--- config.mk ---
export PLATFORM = sky130hd
export DESIGN_NAME = drp_fanout_bridge
export DESIGN_NICKNAME = d
export VERILOG_FILES = /design/src/rtl/drp_fanout_pkg.sv /design/src/rtl/drp_sel_decode.sv /design/src/rtl/drp_pend_merge.sv /design/src/rtl/drp_fanout_bridge.sv
export SDC_FILE = /design/constraint.sdc
export NUM_CORES = 1
export LEC_CHECK = 0
export BUFFER_PORTS_ARGS = -buffer_cell sky130_fd_sc_hd__buf_2
export CAP_MARGIN = 15
export CORE_ASPECT_RATIO = 1.4
export CORE_MARGIN = 10
export CORE_UTILIZATION = 48
export CTS_BUF_LIST = sky130_fd_sc_hd__clkbuf_4 sky130_fd_sc_hd__clkbuf_8
export CTS_CLUSTER_DIAMETER = 40
export DETAILED_ROUTE_END_ITERATION = 8
export PLACE_DENSITY = 0.93
export SETUP_SLACK_MARGIN = 0.3
export SLEW_MARGIN = 20
export SYNTH_ARGS = -nofsm -noshare
export SYNTH_HDL_FRONTEND = slang
export SYNTH_SLANG_ARGS = --single-unit
--- constraint.sdc ---
create_clock -name clk -period 2.7 [get_ports clk]
set_input_delay 0.27 -clock clk [delete_from_list [all_inputs] [get_ports clk]]
set_output_delay 0.27 -clock clk [all_outputs]
set_load 0.005 [all_outputs]
--- src/rtl/drp_fanout_pkg.sv ---
package drp_fanout_pkg;
  typedef enum logic {
    BR_IDLE = 1'b0,
    BR_WAIT = 1'b1
  } br_state_e;
endpackage

--- src/rtl/drp_sel_decode.sv ---
module drp_sel_decode #(
  parameter int NUM_LANES = 4,
  parameter int SEL_W     = 8
) (
  input  logic [SEL_W-1:0]     sel,
  output logic [NUM_LANES-1:0] hit_mask,
  output logic                 invalid
);
  localparam logic [SEL_W-1:0] BCAST_SEL = '1;

  logic bcast;
  assign bcast = (sel == BCAST_SEL);

  for (genvar i = 0; i < NUM_LANES; i++) begin : g_hit
    assign hit_mask[i] = bcast | (sel == SEL_W'(i));
  end

  assign invalid = ~|hit_mask;
endmodule

--- src/rtl/drp_pend_merge.sv ---
module drp_pend_merge #(
  parameter int NUM_LANES = 4,
  parameter int DATA_W    = 16
) (
  input  logic                        clk,
  input  logic                        rst_n,
  input  logic                        load,
  input  logic [NUM_LANES-1:0]        load_mask,
  input  logic [NUM_LANES-1:0]        lane_rdy,
  input  logic [NUM_LANES*DATA_W-1:0] lane_rdata,
  output logic [NUM_LANES-1:0]        pending,
  output logic [DATA_W-1:0]           acc_next,
  output logic                        last
);
  logic [NUM_LANES-1:0] pend_q, pend_d, hit;
  logic [DATA_W-1:0]    acc_q, acc_d, acc_or;
  logic                 upd_en;

  assign hit = lane_rdy & pend_q;

  always_comb begin
    acc_or = acc_q;
    for (int i = 0; i < NUM_LANES; i++) begin
      if (hit[i]) acc_or = acc_or | lane_rdata[i*DATA_W +: DATA_W];
    end
  end

  always_comb begin
    pend_d = load ? load_mask : (pend_q & ~hit);
    acc_d  = load ? '0 : acc_or;
    upd_en = load | (|hit);
  end

  always_ff @(posedge clk or negedge rst_n) begin
    if (!rst_n) begin
      pend_q <= '0;
      acc_q  <= '0;
    end else if (upd_en) begin
      pend_q <= pend_d;
      acc_q  <= acc_d;
    end
  end

  assign pending  = pend_q;
  assign acc_next = acc_or;
  assign last     = (|pend_q) & ~|(pend_q & ~hit);


  pend_no_new_bits_chk: assert property (@(posedge clk) disable iff (!rst_n)
    !load |=> ((pend_q & ~$past(pend_q)) == '0));
endmodule

--- src/rtl/drp_fanout_bridge.sv ---
module drp_fanout_bridge
  import drp_fanout_pkg::*;
#(
  parameter int NUM_LANES = 4,
  parameter int SEL_W     = 8,
  parameter int ADDR_W    = 9,
  parameter int DATA_W    = 16
) (
  input  logic                        clk,
  input  logic                        rst_n,
  input  logic                        req_start,
  input  logic [SEL_W-1:0]            req_sel,
  input  logic                        req_wr,
  input  logic [ADDR_W-1:0]           req_addr,
  input  logic [DATA_W-1:0]           req_wdata,
  output logic                        busy,
  output logic [DATA_W-1:0]           rd_data,
  output logic [NUM_LANES-1:0]        lane_en,
  output logic [NUM_LANES-1:0]        lane_we,
  output logic [NUM_LANES*ADDR_W-1:0] lane_addr,
  output logic [NUM_LANES*DATA_W-1:0] lane_wdata,
  input  logic [NUM_LANES-1:0]        lane_rdy,
  input  logic [NUM_LANES*DATA_W-1:0] lane_rdata
);
  br_state_e            state_q, state_d;
  logic [NUM_LANES-1:0] hit_mask, pending, en_q, en_d;
  logic                 invalid, accept, launch, last;
  logic                 wr_q;
  logic [ADDR_W-1:0]    addr_q;
  logic [DATA_W-1:0]    wdata_q, rd_q, rd_d, acc_next;

  drp_sel_decode #(.NUM_LANES(NUM_LANES), .SEL_W(SEL_W)) u_dec (
    .sel      (req_sel),
    .hit_mask (hit_mask),
    .invalid  (invalid)
  );

  drp_pend_merge #(.NUM_LANES(NUM_LANES), .DATA_W(DATA_W)) u_pend (
    .clk        (clk),
    .rst_n      (rst_n),
    .load       (launch),
    .load_mask  (hit_mask),
    .lane_rdy   (lane_rdy),
    .lane_rdata (lane_rdata),
    .pending    (pending),
    .acc_next   (acc_next),
    .last       (last)
  );

  always_comb begin
    accept  = req_start & (state_q == BR_IDLE);
    launch  = accept & ~invalid;
    en_d    = launch ? hit_mask : '0;
    state_d = state_q;
    rd_d    = rd_q;
    case (state_q)
      BR_IDLE: begin
        if (launch) state_d = BR_WAIT;
        if (accept && invalid) rd_d = '0;
      end
      BR_WAIT: begin
        if (last) begin
          state_d = BR_IDLE;
          if (!wr_q) rd_d = acc_next;
        end
      end
      default: state_d = BR_IDLE;
    endcase
  end

  always_ff @(posedge clk or negedge rst_n) begin
    if (!rst_n) begin
      state_q <= BR_IDLE;
      en_q    <= '0;
      rd_q    <= '0;
    end else begin
      state_q <= state_d;
      en_q    <= en_d;
      rd_q    <= rd_d;
    end
  end

  always_ff @(posedge clk or negedge rst_n) begin
    if (!rst_n) begin
      wr_q    <= 1'b0;
      addr_q  <= '0;
      wdata_q <= '0;
    end else if (launch) begin
      wr_q    <= req_wr;
      addr_q  <= req_addr;
      wdata_q <= req_wdata;
    end
  end

  assign busy    = (state_q == BR_WAIT);
  assign rd_data = rd_q;
  assign lane_en = en_q;
  assign lane_we = en_q & {NUM_LANES{wr_q}};

  for (genvar i = 0; i < NUM_LANES; i++) begin : g_lane
    assign lane_addr[i*ADDR_W +: ADDR_W]  = addr_q;
    assign lane_wdata[i*DATA_W +: DATA_W] = wdata_q;
  end


  en_single_pulse_chk: assert property (@(posedge clk) disable iff (!rst_n)
    (|lane_en) |=> !(|lane_en));

  busy_hold_chk: assert property (@(posedge clk) disable iff (!rst_n)
    (busy && !last) |=> busy);

  busy_pending_chk: assert property (@(posedge clk) disable iff (!rst_n)
    busy |-> (pending != '0));

  ignore_busy_chk: assert property (@(posedge clk) disable iff (!rst_n)
    busy |=> ($stable(addr_q) && $stable(wdata_q) && $stable(wr_q) && lane_en == '0));

  bad_sel_chk: assert property (@(posedge clk) disable iff (!rst_n)
    (req_start && !busy && invalid) |=> (!busy && rd_data == '0 && lane_en == '0));

  wr_keeps_rd_chk: assert property (@(posedge clk) disable iff (!rst_n)
    (busy && wr_q) |=> $stable(rd_data));
endmodule

==> flow_summary.toml <==
[logic_synthesis]
seq_area_frac_synth = 0.4527
yosysUniqueCellTypes = 32
synth_nets = 437
syn_inst = 332
yosys_most_used_dff = "dfrtp_1"
synth_top_area_frac = 0.4527
yosysWarnings = 0
synth_edf_count = 0
post-synth-top-area-cell = "dfrtp_1"
syn_area_per_cell_um2 = 11.16
ys_top_cells_by_area = "dfrtp_1 45%, buf_4 16%, mux2_1 7.9%, mux2i_1 4.9%, a32o_1 4.3%"
async_flop_share = 1.000
ys_seq_elements = 67
netlist_area_mm2 = 0.003704

[floorplanning]
die_y_um = 123.9
core_area_mm2 = 0.007453
row_count = 37
num_io_pins = 230
die_x_um = 94.24
dieArea_mm2 = 0.01168
start_util = 0.4969

[cells_and_area]
layout-drive-gt1-share = 0.5269
n_antenna_cell = 0
n_fill_cell = 601
syn2layout_area_growth_pct = 21.28
final_common_cell = "buf_2"
final_cell_mix = "229 x buf_2, 67 x dfrtp_1, 26 x mux2_1"
multi_input_area_mm2 = 0.001311
fin_nets = 585
register_area_mm2 = 0.001677

[grt]
grtUsageTotal = 0.1774
grt_max_degree = 37
grt_overflow = 0
grt_pass1_wl_mm = 16.25
antenna_found_initial = 0
grt_pass1_vias = 3301

[timing]
post-route-min-period_ns = 2.184
maxSlewViolCount = 0
fin_skew_ns = 0.01636
setup_tns_ns = 0
max_freq_ghz = 0.4578
slew_headroom = 0.5155
setup_viol = 0
min_period_over_period = 0.8090
worst_pin_slew_ns = 0.7241
hold_viol = 26
hold_ws_ns = -0.02427
rsz0062_at_grt = "no"

[placement]
place_hpwl_mm = 9.065
numPortBuffers = 229
place_congestion = 0.8487

[clock_network]
cts_setup_buffers = 0
cts.sinks = 67
clk_pin_slew_worst_paths_ns = 0.08
clk_latency_ns = 0.34
clock-root-buffer = "clkbuf_8"
cts_tree = "done"
cts_made_buffers = 9
cts_resized = 0
hold_buffers = 0
cts_buffer_depth = 2
cts_max_level = 3

[power_and_ir_drop]
p_total_mw = 2.562
clockPowerShare = 0.278
switching_share = 0.2993
seqPwrFrac = 0.486
power.share.combinational = 0.237
p_int_mw = 1.795
ir_drop_uv = 341.2
powerDensity_mw_per_mm2 = 570.3
power_leakage_nw = 2.717
switching_power_uw = 766.8

[run]
cap_violations = 0

[setup_path]
r2r_setup_slack_ns = 0.52
required_ns = 2.94
worstPathArrival_ns = 2.42
cp_cell_sequence = "nand2b_1 -> nor4b_4 -> nand4b_2 -> mux2i_1"
cp-start-kind = "flip-flop"
critPathKind = "reg2reg"
slowest_delay_ns = 0.62
cpMaxStageDelayCell = "dfrtp_1"
endpoint_kind = "flip-flop"
crit_fanout = 18

[drt]
drt_iter0_drc = 131
post_drt_wl_per_cell_um = 18.99
first_pass_iters = 4
ant_nets = 0
drcViolationCount = 0
vias = 3069
via_per_inst = 5.282
totalWireLength_mm = 11.03

[outcome]
status = "complete, but fails checks"
violations = "negative hold slack"

[worst_hold_path]
hold_class = "in2async"
==> Yosys cell counts (all sizes together), types with 3 or more instances <==
master and count:
nand2b 3, a22o 16, nor2 26, dfrtp 67, o31ai 16, and2 8
nor3 16, a21oi 3, mux2 26, nor2b 3, buf 85, clkbuf 13
a32o 16, mux2i 18
==> final timing paths <==
check,start,end,cells after the start
max in group asynchronous,rst_n,addr_q[6],2
setup reg to reg,u_pend.pending[0],rd_data[2],4
setup / recovery,u_pend.pending[0],rd_data[2],4
hold reg to reg,u_pend.acc_q[1],u_pend.acc_q[1],2
min in group clk,req_wdata[6],wdata_q[6],2
hold / removal,rst_n,rd_data[12],1
==> metal layers <==
layer | track usage | part of all wire
met1 | 0.1630 | 0.33
met2 | 0.3231 | 0.51
met3 | 0.07887 | 0.13
met4 | 0.08571 | 0.023
met5 | 0 | 0
==> power by group through the flow <==
stage	sequential, mW	clock (mW)	combinational [mW]
6_report	1.24	0.711	0.607
5_1_grt	1.27	0.779	0.675
4_1_cts	1.25	0.727	0.626
3_5_place_dp	1.26	0	0.627
3_3_place_gp	1.25	0	0.608
2_1_floorplan	1.26	0	0.453
==> cell families (layout without fill, tap and decap cells) <==
logic type / Yosys count / count (layout) / synth area share
compound gates: 57 / 57 / 0.1314
flops: 67 / 67 / 0.4527
buf+inv: 99 / 251 / 0.1932
simple gates: 65 / 65 / 0.09493
mux: 44 / 44 / 0.1277
==> final cells by class <==
class,instances,area share
clock buffers,10,0.02925
clock inverters,5,0.006964
inverters,1,0.0008357
multi-input cells,166,0.2919
flip-flops and latches,67,0.3733
well taps,97,0.02702
repair buffers,235,0.2708
==> critical path: cells and delay by family, from the launching register on <==
kind / cells / cell delay [ns]
flops: 1 / 0.62
simple gates: 3 / 1.08
mux: 1 / 0.39
==> sequential cells by signal, summed over array words and instances (netlist names) <==
register	flops
u_pend.pending	4
rd_data	16
busy	1
wdata_q	16
u_pend.acc_q	16
addr_q	9
wr_q	1
lane_en	4
==> through the flow <==
stage               instances  hold WS [ns]  setup slack [ns]  cell area [µm²]  utilization
floorplan                 332      -0.02559             1.129             3704            -
global placement          566        0.3576            0.7078             4329       0.5808
detailed placement        566        0.3772            0.5273             4329       0.5808
CTS                       581      0.001717            0.5165             4492       0.6027
global route              581       0.02315            0.3870             4492       0.6027
finish                    581      -0.02427            0.5156             4492       0.6027
No activity file was read; power rests on OpenSTA's default activity.
